$ cat src/rtl/cal_pkg.sv
package cal_pkg;
   localparam int FIELD_W    = 7;
   localparam int NUM_FIELDS = 7;

   localparam int F_YEAR = 0;
   localparam int F_MON  = 1;
   localparam int F_DOM  = 2;
   localparam int F_DOW  = 3;
   localparam int F_HOUR = 4;
   localparam int F_MIN  = 5;
   localparam int F_SEC  = 6;

   localparam logic [7:0] OFF_CTRL  = 8'h20;
   localparam logic [7:0] OFF_DEB   = 8'h2C;
   localparam logic [7:0] OFF_STAT  = 8'h30;
   localparam logic [7:0] OFF_ALCTL = 8'h7C;
   localparam int         PEND_BIT  = 4;

   typedef logic [FIELD_W-1:0] fld_t;
   typedef logic [NUM_FIELDS-1:0][FIELD_W-1:0] bank_t;

   // days in a month; year 0 of the century is deliberately non-leap
   function automatic fld_t month_days(input fld_t mon, input fld_t yr);
      logic leap;
      leap = (yr[1:0] == 2'b00) && (yr != '0);
      case (mon)
         7'd2:                    return leap ? 7'd29 : 7'd28;
         7'd4, 7'd6, 7'd9, 7'd11: return 7'd30;
         default:                 return 7'd31;
      endcase
   endfunction
endpackage

$ cat src/rtl/cal_time_core.sv
module cal_time_core
   import cal_pkg::*;
#(
   parameter int YEAR_MAX = 99
) (
   input  logic                   clk,
   input  logic                   rst_n,
   input  logic                   tick,
   input  logic                   run,
   input  logic                   wr_en,
   input  logic [2:0]             wr_idx,
   input  fld_t                   wr_val,
   output bank_t                  now_o
);
   localparam fld_t YMAX = fld_t'(YEAR_MAX);

   generate
      if (YEAR_MAX < 1 || YEAR_MAX >= (1 << FIELD_W)) begin : g_bad_year
         $error("YEAR_MAX out of field range");
      end
   endgenerate

   bank_t cur, nxt;
   logic  step, sec_wrap, min_wrap, hour_wrap, dom_wrap, mon_wrap;
   fld_t  mlen;

   assign step      = tick & run & ~wr_en;
   assign mlen      = month_days(cur[F_MON], cur[F_YEAR]);
   assign sec_wrap  = cur[F_SEC]  >= 7'd59;
   assign min_wrap  = sec_wrap  & (cur[F_MIN]  >= 7'd59);
   assign hour_wrap = min_wrap  & (cur[F_HOUR] >= 7'd23);
   assign dom_wrap  = hour_wrap & (cur[F_DOM]  >= mlen);
   assign mon_wrap  = dom_wrap  & (cur[F_MON]  >= 7'd12);

   always_comb begin
      nxt = cur;
      nxt[F_SEC] = sec_wrap ? '0 : cur[F_SEC] + 7'd1;
      if (sec_wrap)
         nxt[F_MIN] = min_wrap ? '0 : cur[F_MIN] + 7'd1;
      if (min_wrap)
         nxt[F_HOUR] = hour_wrap ? '0 : cur[F_HOUR] + 7'd1;
      if (hour_wrap) begin
         nxt[F_DOW] = (cur[F_DOW] >= 7'd6) ? '0 : cur[F_DOW] + 7'd1;
         nxt[F_DOM] = dom_wrap ? 7'd1 : cur[F_DOM] + 7'd1;
      end
      if (dom_wrap)
         nxt[F_MON] = mon_wrap ? 7'd1 : cur[F_MON] + 7'd1;
      if (mon_wrap)
         nxt[F_YEAR] = (cur[F_YEAR] >= YMAX) ? '0 : cur[F_YEAR] + 7'd1;
   end

   always_ff @(posedge clk or negedge rst_n) begin
      if (!rst_n) begin
         cur         <= '0;
         cur[F_MON]  <= 7'd1;
         cur[F_DOM]  <= 7'd1;
      end else if (wr_en) begin
         for (int f = 0; f < NUM_FIELDS; f++)
            if (wr_idx == f[2:0]) cur[f] <= wr_val;
      end else if (step) begin
         cur <= nxt;
      end
   end

   assign now_o = cur;

   AST_STOP_HOLD: assert property (@(posedge clk) disable iff (!rst_n)
      (!run && !wr_en) |=> $stable(cur));
   AST_SEC_WRAP: assert property (@(posedge clk) disable iff (!rst_n)
      (step && cur[F_SEC] == 7'd59) |=> (cur[F_SEC] == '0));
   AST_DOM_NONZERO: assert property (@(posedge clk) disable iff (!rst_n)
      (step && hour_wrap) |=> (cur[F_DOM] != '0));
   AST_YEAR_WRAP: assert property (@(posedge clk) disable iff (!rst_n)
      (step && mon_wrap && cur[F_YEAR] == YMAX) |=> (cur[F_YEAR] == '0));
endmodule

$ cat src/rtl/cal_alarm_bank.sv
module cal_alarm_bank
   import cal_pkg::*;
(
   input  logic                   clk,
   input  logic                   rst_n,
   input  logic                   wr_en,
   input  logic [2:0]             wr_idx,
   input  fld_t                   wr_val,
   input  bank_t                  now_i,
   input  logic                   arm,
   input  logic [NUM_FIELDS-1:0]  sel,
   output bank_t                  alm_o,
   output logic                   fire
);
   bank_t                 alm;
   logic [NUM_FIELDS-1:0] hit;

   always_ff @(posedge clk or negedge rst_n) begin
      if (!rst_n) begin
         alm <= '0;
      end else if (wr_en) begin
         for (int f = 0; f < NUM_FIELDS; f++)
            if (wr_idx == f[2:0]) alm[f] <= wr_val;
      end
   end

   generate
      for (genvar f = 0; f < NUM_FIELDS; f++) begin : g_cmp
         assign hit[f] = ~sel[f] | (alm[f] == now_i[f]);
      end
   endgenerate

   assign fire  = arm & (&hit);
   assign alm_o = alm;
endmodule

$ cat src/rtl/cal_rtc_top.sv
module cal_rtc_top
   import cal_pkg::*;
#(
   parameter int ADDR_W   = 8,
   parameter int DATA_W   = 8,
   parameter int DEB_W    = 3,
   parameter int YEAR_MAX = 99
) (
   input  logic              clk,
   input  logic              rst_n,
   input  logic              sec_tick,
   input  logic              reg_wr,
   input  logic [ADDR_W-1:0] reg_addr,
   input  logic [DATA_W-1:0] reg_wdata,
   output logic [DATA_W-1:0] reg_rdata,
   output logic              alarm_irq
);
   generate
      if (ADDR_W < 8)  begin : g_bad_addr $error("ADDR_W must be at least 8"); end
      if (DATA_W < 8)  begin : g_bad_data $error("DATA_W must be at least 8"); end
      if (DEB_W < 1 || DEB_W > 8) begin : g_bad_deb $error("DEB_W must be 1..8"); end
   endgenerate

   logic       hi_ok;
   logic [7:0] a8;

   generate
      if (ADDR_W > 8) begin : g_hi
         assign hi_ok = ~|reg_addr[ADDR_W-1:8];
      end else begin : g_nohi
         assign hi_ok = 1'b1;
      end
   endgenerate

   assign a8 = reg_addr[7:0];

   logic       fld_hit, bank_sel, wr_time, wr_alm;
   logic [2:0] fidx;
   logic       wr_ctrl, wr_deb, wr_stat, wr_alctl;

   assign fld_hit  = hi_ok & (a8[7:6] == 2'b01) & (a8[1:0] == 2'b00) & (a8[4:2] != 3'b111);
   assign bank_sel = a8[5];
   assign fidx     = a8[4:2];
   assign wr_time  = reg_wr & fld_hit & ~bank_sel;
   assign wr_alm   = reg_wr & fld_hit &  bank_sel;
   assign wr_ctrl  = reg_wr & hi_ok & (a8 == OFF_CTRL);
   assign wr_deb   = reg_wr & hi_ok & (a8 == OFF_DEB);
   assign wr_stat  = reg_wr & hi_ok & (a8 == OFF_STAT);
   assign wr_alctl = reg_wr & hi_ok & (a8 == OFF_ALCTL);

   logic             stop_q, pend_q, fire;
   logic [DEB_W-1:0] deb_q;
   logic [7:0]       alctl_q;
   bank_t            now_b, alm_b;

   always_ff @(posedge clk or negedge rst_n) begin
      if (!rst_n) begin
         stop_q  <= 1'b1;
         deb_q   <= '0;
         alctl_q <= '0;
         pend_q  <= 1'b0;
      end else begin
         if (wr_ctrl) stop_q <= reg_wdata[0];
         if (wr_deb)  deb_q  <= reg_wdata[DEB_W-1:0];
         if (fire)          alctl_q <= '0;
         else if (wr_alctl) alctl_q <= reg_wdata[7:0];
         if (fire)                             pend_q <= 1'b1;
         else if (wr_stat && reg_wdata[PEND_BIT]) pend_q <= 1'b0;
      end
   end

   cal_time_core #(.YEAR_MAX(YEAR_MAX)) u_core (
      .clk    (clk),
      .rst_n  (rst_n),
      .tick   (sec_tick),
      .run    (~stop_q),
      .wr_en  (wr_time),
      .wr_idx (fidx),
      .wr_val (reg_wdata[FIELD_W-1:0]),
      .now_o  (now_b)
   );

   cal_alarm_bank u_alarm (
      .clk    (clk),
      .rst_n  (rst_n),
      .wr_en  (wr_alm),
      .wr_idx (fidx),
      .wr_val (reg_wdata[FIELD_W-1:0]),
      .now_i  (now_b),
      .arm    (alctl_q[0]),
      .sel    (alctl_q[7:1]),
      .alm_o  (alm_b),
      .fire   (fire)
   );

   logic [7:0] rd8;

   always_comb begin
      rd8 = '0;
      if (fld_hit) begin
         for (int f = 0; f < NUM_FIELDS; f++)
            if (fidx == f[2:0]) rd8 = {1'b0, bank_sel ? alm_b[f] : now_b[f]};
      end else if (hi_ok) begin
         case (a8)
            OFF_CTRL:  rd8 = {7'b0, stop_q};
            OFF_DEB:   rd8 = 8'(deb_q);
            OFF_STAT:  rd8 = 8'(pend_q) << PEND_BIT;
            OFF_ALCTL: rd8 = alctl_q;
            default:   rd8 = '0;
         endcase
      end
   end

   assign reg_rdata = DATA_W'(rd8);
   assign alarm_irq = pend_q;

   AST_FIRE_DISARM: assert property (@(posedge clk) disable iff (!rst_n)
      fire |=> (alctl_q == '0));
   AST_FIRE_PEND: assert property (@(posedge clk) disable iff (!rst_n)
      fire |=> alarm_irq);
   AST_W1C: assert property (@(posedge clk) disable iff (!rst_n)
      (wr_stat && reg_wdata[PEND_BIT] && !fire) |=> !alarm_irq);
   AST_ARM_REQUIRED: assert property (@(posedge clk) disable iff (!rst_n)
      $rose(pend_q) |-> $past(alctl_q[0]));
endmodule

$ cat config.mk
export PLATFORM = sky130hd
export DESIGN_NAME = cal_rtc_top
export DESIGN_NICKNAME = d
export VERILOG_FILES = /design/src/rtl/cal_pkg.sv /design/src/rtl/cal_time_core.sv /design/src/rtl/cal_alarm_bank.sv /design/src/rtl/cal_rtc_top.sv
export SDC_FILE = /design/constraint.sdc
export NUM_CORES = 1
export LEC_CHECK = 0
export BUFFER_PORTS_ARGS = -buffer_cell sky130_fd_sc_hd__buf_2
export CAP_MARGIN = 20
export CORE_MARGIN = 3
export CORE_UTILIZATION = 57
export DETAILED_ROUTE_END_ITERATION = 10
export PLACE_DENSITY = 0.77
export SLEW_MARGIN = 20
export SYNTH_ARGS = -nofsm -noshare
export SYNTH_HDL_FRONTEND = slang
export SYNTH_SLANG_ARGS = --single-unit
$ cat constraint.sdc
create_clock -name clk -period 5.8 [get_ports clk]
set_input_delay 1.74 -clock clk [delete_from_list [all_inputs] [get_ports clk]]
set_output_delay 1.74 -clock clk [all_outputs]
set_load 0.03 [all_outputs]
Word level (Yosys, flattened, before mapping)
Index checks and enable logic that the tools add are counted.
- register bits: 111
- word-level logic and storage cells: 169
- input bits: 20
- mux-type cells: 43
- $add $sub $neg: 7
- order comparisons: 7
- bitwise operators: 33
- equal/unequal tests: 31
- reductions and logical operators: 30
- operators by type and width (operator ; number):
    7-bit 2-to-1 mux ; 26
    49-bit 2-to-1 mux ; 2
    8-bit 2-to-1 mux ; 9
    7-bit by 1-bit adder with 7-bit output (second input constant) ; 7
    7-bit equality test ; 7
    8-bit one-hot mux with 4 select lines ; 1
    8-bit by 6-bit equality test with 1-bit output (second input constant) ; 3
    3-bit AND reduction ; 6
    1-bit bitwise AND ; 16
    2-bit AND reduction ; 8
    2-bit nonzero test ; 8
    7-bit by 3-bit equality test with 1-bit output (second input constant) ; 2
    7-bit by 4-bit equality test with 1-bit output (second input constant) ; 2
    7-bit by 6-bit greater-or-equal comparator with 1-bit output (second input constant) ; 2
    14-bit 2-to-1 mux ; 1
    2-bit != test (second input constant) ; 7
    7-bit one-hot mux with 2 select lines ; 1
    1-bit NOT ; 10
    3-bit equality test (second input constant) ; 3
    8-bit by 7-bit equality test with 1-bit output (second input constant) ; 1
    7-bit by 2-bit equality test with 1-bit output (second input constant) ; 1
    7-bit by 3-bit greater-or-equal comparator with 1-bit output (second input constant) ; 1
    7-bit by 4-bit greater-or-equal comparator with 1-bit output (second input constant) ; 1
    7-bit by 5-bit greater-or-equal comparator with 1-bit output (second input constant) ; 1
    14 further kinds ; 25

Depth between registers and ports, before layout
Gate-level depths: netlist of run 1.
- word-level depth: 11
- gate-level depth with buffers: 14
- depth with buffers taken out: 13

Hierarchy
A second synthesis of run 1 with hierarchy kept.
- cell total of the unflattened synthesis: 726
- area total of the unflattened synthesis: 7148.1 um2
- modules (own cells, without submodules) (module ; cells an instance ; area an instance (um2) ; seq. area each (um2) ; instances):
    cal_time_core ; 335 ; 2979.1 ; 1228.7 ; 1
    cal_alarm_bank ; 175 ; 2452.4 ; 1226.2 ; 1
    cal_rtc_top ; 216 ; 1716.6 ; 326.6 ; 1

Least setup slack after synthesis of run 1
No wires, ideal clock.
- path kind: input-to-output
- from: input reg_addr[5]
- to: output reg_rdata[3]
- arrival time: 3.614 ns
- stages on the path: 7
- data required time: 4.060 ns
- path slack: 0.446 ns
- cell sequence: buf_2 > buf_2 > clkbuf_1 > mux2i_1 > o21ai_0 > a21oi_1 > o21ai_0
- longest elaborated chain between the ends: 9
- ends and longest elaborated chain (what ; line ; text):
    start, declared ; cal_rtc_top.sv:13 ; input logic [ADDR_W-1:0] reg_addr,
    7-bit 2-to-1 mux (2 in series) ; cal_rtc_top.sv:102 ; if (fidx == f[2:0]) rd8 = {1'b0, bank_sel ? alm_b[f] : now_b[f]};
    8-bit 2-to-1 mux (6 in series) ; cal_rtc_top.sv:102 ;
    8-bit 2-to-1 mux * ; cal_rtc_top.sv:100 ; if (fld_hit) begin
    end, declared ; cal_rtc_top.sv:15 ; output logic [DATA_W-1:0] reg_rdata,
Every way passes the cells marked *; elsewhere a longest branch is shown, timed or not.

Worst setup path after layout of run 1
- from: input reg_addr[2]
- to: output reg_rdata[5]
- longest elaborated chain between the ends: 9
- ends and longest elaborated chain (what ; line):
    3-bit logical NOT ; cal_rtc_top.sv:102
    7-bit 2-to-1 mux ; cal_rtc_top.sv:102
    8-bit 2-to-1 mux (6 in series) ; cal_rtc_top.sv:102
    8-bit 2-to-1 mux * ; cal_rtc_top.sv:100
Marks and branches as above.

==> results of run 1 <==
[kinds of logic (layout without fill, tap and decap cells)]
kind of cell / Yosys count / in the layout
XOR/XNOR: 49 / 49
multiplexers: 102 / 102
adder cells (fa/ha/maj): 14 / 14
flip-flops: 111 / 111
AND/OR/NAND/NOR: 183 / 183
AO/OA/AOI/OAI: 220 / 220
buffers and inverters: 68 / 76
[worst max-delay path: cells and delay by family]
kind / cells / cell delay, ps
AND/OR/NAND/NOR: 2 / 630
AO/OA/AOI/OAI: 3 / 590
buffers and inverters: 2 / 560
[synthesized netlist by cell type, drive strengths merged, types with 11 or more instances]
| library cell | number | area [sq um] |
|---|---|---|
| inv | 22 | 82.6 |
| a21oi | 40 | 204 |
| nand3 | 33 | 170 |
| nor2 | 36 | 190 |
| o22ai | 12 | 87.6 |
| o21ai | 85 | 433 |
| a22o | 12 | 105 |
| dfrtp | 108 | 2700 |
| xor2 | 21 | 184 |
| mux2i | 36 | 360 |
| mux2 | 66 | 743 |
| xnor2 | 28 | 245 |
| ha | 14 | 175 |
| clkbuf | 27 | 101 |
| o41ai | 11 | 96.3 |
| buf | 19 | 109 |
| nand2 | 54 | 203 |
[registers in the layout (all words and copies together), names as in the netlist]
| register | count |
|---|---|
| stop_q | 1 |
| u_alarm.alm_o | 49 |
| deb_q | 3 |
| alarm_irq | 1 |
| u_core.now_o | 49 |
| alctl_q | 8 |
[layout make-up]
type | instances | area share, %
inverter | 22 | 1.06
sequential | 111 | 35.7
multi-input combinational | 568 | 53.4
tap | 168 | 2.70
clock inverter | 7 | 1.03
timing repair buffer | 38 | 3.22
clock buffer | 9 | 2.89
[layer usage]
metal | up-vias | share of wire [%]
met4 | 0 | 2.7
met5 | - | 0
li1 | 2738 | -
met3 | 45 | 6.9
met2 | 272 | 49
met1 | 3038 | 42
[report_power, final]
| part | switching [mW] | internal (mW) | leakage (nW) |
|---|---|---|---|
| sequential | 0.111 | 0.834 | 1.46 |
| combinational | 0.200 | 0.161 | 1.75 |
| clock | 0.304 | 0.340 | 0.143 |
[how the worst max path moves through the flow]
stage	to	start	slack [ps]	cells past startpoint
after floorplan	reg_rdata[3]	reg_addr[5]	450	7
after global placement	reg_rdata[4]	reg_addr[5]	610	7
after detailed placement	reg_rdata[5]	reg_addr[2]	590	7
after CTS	reg_rdata[5]	reg_addr[2]	600	7
after global routing	reg_rdata[1]	reg_addr[4]	380	8
final	reg_rdata[5]	reg_addr[2]	550	7
[per-stage QoR]
stage / utilization (%) / instances / setup WS, ps
after CTS: 63.5 / 922 / 598
after global routing: 63.7 / 923 / 376
after detailed placement: 61.0 / 906 / 590
final: 63.7 / 923 / 551
after global placement: 61.0 / 906 / 614
after floorplan: - / 747 / 446
==> results.toml, run 1 <==
[worst_setup_path]
cp_cell_sequence = "buf_2 > nor2b_1 > nand2b_1 > o21ai_0 > a21oi_1 > o21ai_0 > buf_2"
critical_path.max_fanout = 26
crit_path_max_incr_delay_ps = 390
worst_reg2reg_endpoint = "u_core.now_o[2]"
worst-setup-path-type = "input pin to output port"
cp.required_ps = 4060
depth_of_the_worst_register_to_register_path = 12
worst_r2r_startpoint = "u_core.now_o[2]"
timing.critical_path.to_type = "output port"
worstSetupStartpointType = "input pin"
critical_path_arrival_ps = 3510
reg2reg_setup_slack_ps = 1910
crit_path_top_delay_cell = "nor2b_1"

[status]
run_status = "completed"

[cells_and_area]
multi_input_comb_area_sq_um = 4150
most-common-layout-cells = "dfrtp_1 (108), o21ai_0 (83), mux2_2 (66)"
antenna_cells = 0
mostFrequentLayoutCell = "dfrtp_1"
n_fill_cell = 1033
final_net_count = 784
area_growth_syn_to_layout_pct = 7.78
area.sequential_sq_um = 2780
finish.instance_area_sq_um = 7780
layout-drive-gt1-share_pct = 20.1

[floorplanning]
core.rowCount = 40
start_util_pct = 59.1
die-area_sq_um = 14100
die_h_um = 119
core_area_sq_um = 12200
ios = 29
floorplan.die.width_um = 119

[timing]
timing.final.setup_violations = 0
maxClockFrequency_mhz = 191
worst_relative_slew_slack_pct = 33.6
setup_total_negative_slack_ps = 0
worstMarginPinSlew_ps = 995
skew_ps = 11.0
timing.final.crit_share_pct = 90.5
grt_setup_unrepaired = "false"
hold_slack_ps = 529
hold_viol_final = 0
layout_min_cycle_time_ps = 5250
finalMaxSlewViolations = 0

[yosys]
dominantRegCellSynth = "dfrtp_1"
ys.warnings.count = 0
yosys.cell_types.count = 71
synth.cell_area_sq_um = 7220
synth_simple_gate_area_share_pct = 13.5
synthXorXnorAreaFrac_pct = 5.94
synth_sequential_area_ratio_pct = 38.5
synth_top_family_by_area = "compound AO/OA/AOI/OAI gates"
fraction_of_the_mapped_netlist_area_in_compound_gates_pct = 20.3
async_flop_share_pct = 100
number_of_synthesized_flops_with_an_enable_pin = 0
syn-num-nets = 781
ys_ff_latch = 111
synthesis.instances = 747
avgSynthCellArea_sq_um = 9.67
yosys.area_share.adder_pct = 2.43
yosys-mux-area-fraction_pct = 15.3

[min_path]
hold_path.startpoint = "alarm_irq"
hold-path-endpoint = "alarm_irq"
worst_hold_path_type = "flip-flop to flip-flop"
timing.hold.worst_path_depth = 1

[cts]
cts_hold_bufs = 0
clk_transition_reported_paths_ps = 80
cts.htree.levels = 3
clk_root_buffer_cell = "clkbuf_16"
cts_made_buffers = 9
ctsLongestPathBuffers = 2
cts.repair_timing.setup_buffer_count = 0
clock_insertion_delay_worst_skew_ps = 370
cts_tree = "built"
cts_resized = 0
cts.sinks = 111

[power_and_ir_drop]
maximum_ir_drop_on_the_vdd_rail_mv = 0.223
p_leak_nw = 3.36
p_per_area_nw_per_um2 = 250
power_mw = 1.95

[placed_design]
placed_cell_area_sq_um = 7440
hpwlAfterDp_um = 14800
buffer_ports.inserted = 28
gpl.final_weighted_congestion = 0.954

[global_route]
met3_usage_pct = 5.26
wire_length_of_the_first_global_routing_pass_um = 33200
grt_use_met2_pct = 49.5
initial_antenna_violation_count = 0
pin_count_of_the_biggest_net_entering_global_routing = 79
overflow = 0
globalRouteTotalUtil_pct = 30.3
grt_util_met1_pct = 41.0
grt.busiest_layer = "met2"
grt_pass1_vias = 5803

[detailed_routing]
avg_wl_per_cell_um = 22.7
ant_nets = 0
avgViaCountPerCell = 6.60
vias = 6093
post-route-drc-count = 0
drt-total-wl_um = 20900
drt_first_iter_violations = 664
detail_route.first_pass.iterations = 5

[flow_run]
maxCapViolCount = 0
(Power assumes the default switching activity.)
==> run 2, diff against run 1 <==
==> constraint.sdc (replaced) <==
create_clock -name clk -period 5.8 [get_ports clk]
set_input_delay 0.29 -clock clk [delete_from_list [all_inputs] [get_ports clk]]
set_output_delay 0.29 -clock clk [all_outputs]
set_load 0.03 [all_outputs]
==> run 2 against run 1 <==
Against the previous run: clock skew shrank 2.7 ps; sequential share of layout area grew 0.40 points; first-iteration DRC count grew 22%; final area shrank 1.1%; core utilization shrank 0.70 points; register-to-register slack gained 120 ps; maximum frequency grew 39%; critical endpoint is now u_core.now_o[4].
==> results.toml, run 2 (same netlist as run 1, synthesis figures left out) <==
[detailed_routing]
drt-total-wl_um = 20600
post-route-drc-count = 0
detail_route.first_pass.iterations = 6
ant_nets = 0
drt_first_iter_violations = 813
vias = 6082
avg_wl_per_cell_um = 22.5
avgViaCountPerCell = 6.63

[timing]
layout_min_cycle_time_ps = 3770
hold_slack_ps = 182
grt_setup_unrepaired = "false"
maxClockFrequency_mhz = 265
hold_viol_final = 0
finalMaxSlewViolations = 0
skew_ps = 8.26
worst_relative_slew_slack_pct = 30.4
setup_total_negative_slack_ps = 0
worstMarginPinSlew_ps = 1040
final_critical_path_setup_slack_ps = 2030
timing.final.setup_violations = 0
timing.final.crit_share_pct = 65.0

[floorplanning]
die_h_um = 119
die-area_sq_um = 14100
start_util_pct = 59.1
core_area_sq_um = 12200
ios = 29
core.rowCount = 40
floorplan.die.width_um = 119

[cts]
ctsLongestPathBuffers = 2
cts_made_buffers = 9
clock_insertion_delay_worst_skew_ps = 370
cts.sinks = 111
clk_root_buffer_cell = "clkbuf_16"
cts.htree.levels = 3
clk_transition_reported_paths_ps = 80
cts_tree = "built"

[cells_and_area]
antenna_cells = 0
layout-drive-gt1-share_pct = 19.5
layoutNonFillerInstCount = 918
mostFrequentLayoutCell = "dfrtp_1"
most-common-layout-cells = "dfrtp_1 (108), o21ai_0 (83), mux2_2 (66)"
area_growth_syn_to_layout_pct = 6.60
final_net_count = 779

[min_path]
timing.hold.worst_path_depth = 3
hold_path.startpoint = "reg_wdata[7]"
worst_hold_path_type = "input pin to flip-flop"

[placed_design]
hpwlAfterDp_um = 14400
pre_cts_ws_ps = 2090
gpl.final_weighted_congestion = 0.968
buffer_ports.inserted = 28
cell_total_after_placement = 901

[worst_setup_path]
worst_r2r_startpoint = "u_core.now_o[3]"
cp.required_ps = 6090
critical_path_arrival_ps = 4050
critical_path.max_fanout = 14
cp-startpoint = "u_core.now_o[3]"
worstSetupStartpointType = "flip-flop"
timing.critical_path.to_type = "flip-flop"
depth_of_the_worst_register_to_register_path = 12
worst-setup-path-type = "flip-flop to flip-flop"

[power_and_ir_drop]
p_per_area_nw_per_um2 = 249
p_leak_nw = 3.31
maximum_ir_drop_on_the_vdd_rail_mv = 0.204

[global_route]
grt_use_met2_pct = 45.8
met3_usage_pct = 9.19
grt_pass1_vias = 5863
grt.busiest_layer = "met2"
pin_count_of_the_biggest_net_entering_global_routing = 80
overflow = 0
grt_util_met1_pct = 38.5
initial_antenna_violation_count = 1
globalRouteTotalUtil_pct = 29.8
wire_length_of_the_first_global_routing_pass_um = 32500

[flow_run]
maxCapViolCount = 0

[status]
run_status = "completed"
[run 2: changes by cell type in the layout (fill, tap and decap cells not counted)]
| cell | change |
|---|---|
| buf_12 | -1 |
| buf_16 | -1 |
| buf_4 | -4 |
| bufinv_16 | -1 |
| clkinvlp_4 | -1 |
| dlygate4sd3_1 | +1 |
| inv_6 | +1 |
| inv_8 | +1 |
[run 2: where the power goes]
part / switching (mW) / internal [mW] / total [mW]
Combinational: 0.201 / 0.157 / 0.358
Clock: 0.313 / 0.301 / 0.613
Sequential: 0.111 / 0.834 / 0.945
Total: 0.624 / 1.29 / 1.92
[run 2: final timing paths]
kind                                     to  slack (ps)
setup / recovery            u_core.now_o[4]        2030
hold / removal                   alctl_q[7]         180
setup reg to reg            u_core.now_o[4]        2030
hold reg to reg                   alarm_irq         510
max in group asynchronous  u_core.now_o[24]        4050
min in group asynchronous  u_core.now_o[18]         390
[run 2: per-layer routing]
metal | wire length, um | share of wire (%)
met1 | 8400 | 41
met4 | 1010 | 4.9
met3 | 1730 | 8.4
met2 | 9490 | 46
met5 | 11 | 0.053
[run 2: worst max-delay path: stages (launching register included)]
cell and delay (ps):
dfrtp_1 450, or3_1 410, o311a_1 320, nor3_1 180, a21oi_1 50, or2_2 290
ha_1 260, nand2b_1 140, a2111oi_0 550, nor3_1 240, a22oi_2 520, o21ai_0 180
o21ai_0 100
[run 2: what timing repair did]
action / in CTS / in global routing
resized for setup: 0 / 0
endpoints found under the setup margin: 0 / 0
hold endpoints to repair: 30 / 0
hold buffers: 1 / 0
setup buffers: 0 / 0
[run 2: layout make-up]
| class | count | area (sq um) |
|---|---|---|
| Tap cell | 168 | 210 |
| Fill cell | 1032 | 4510 |
| Multi-Input combinational cell | 568 | 4150 |
| Sequential cell | 111 | 2780 |
| Timing Repair Buffer | 33 | 183 |
| Clock inverter | 7 | 62.6 |
| Inverter | 22 | 82.6 |
| Clock buffer | 9 | 225 |
[run 2: stage by stage]
| stage | power (mW) | cell area, sq um | utilization [%] |
|---|---|---|---|
| 4_1_cts | 1.92 | 7690 | 63.0 |
| 5_1_grt | 2.00 | 7700 | 63.0 |
| 3_5_place_dp | 1.31 | 7390 | 60.5 |
| 2_1_floorplan | 1.19 | 7220 | - |
| 6_report | 1.92 | 7700 | 63.0 |
| 3_3_place_gp | 1.28 | 7390 | 60.5 |
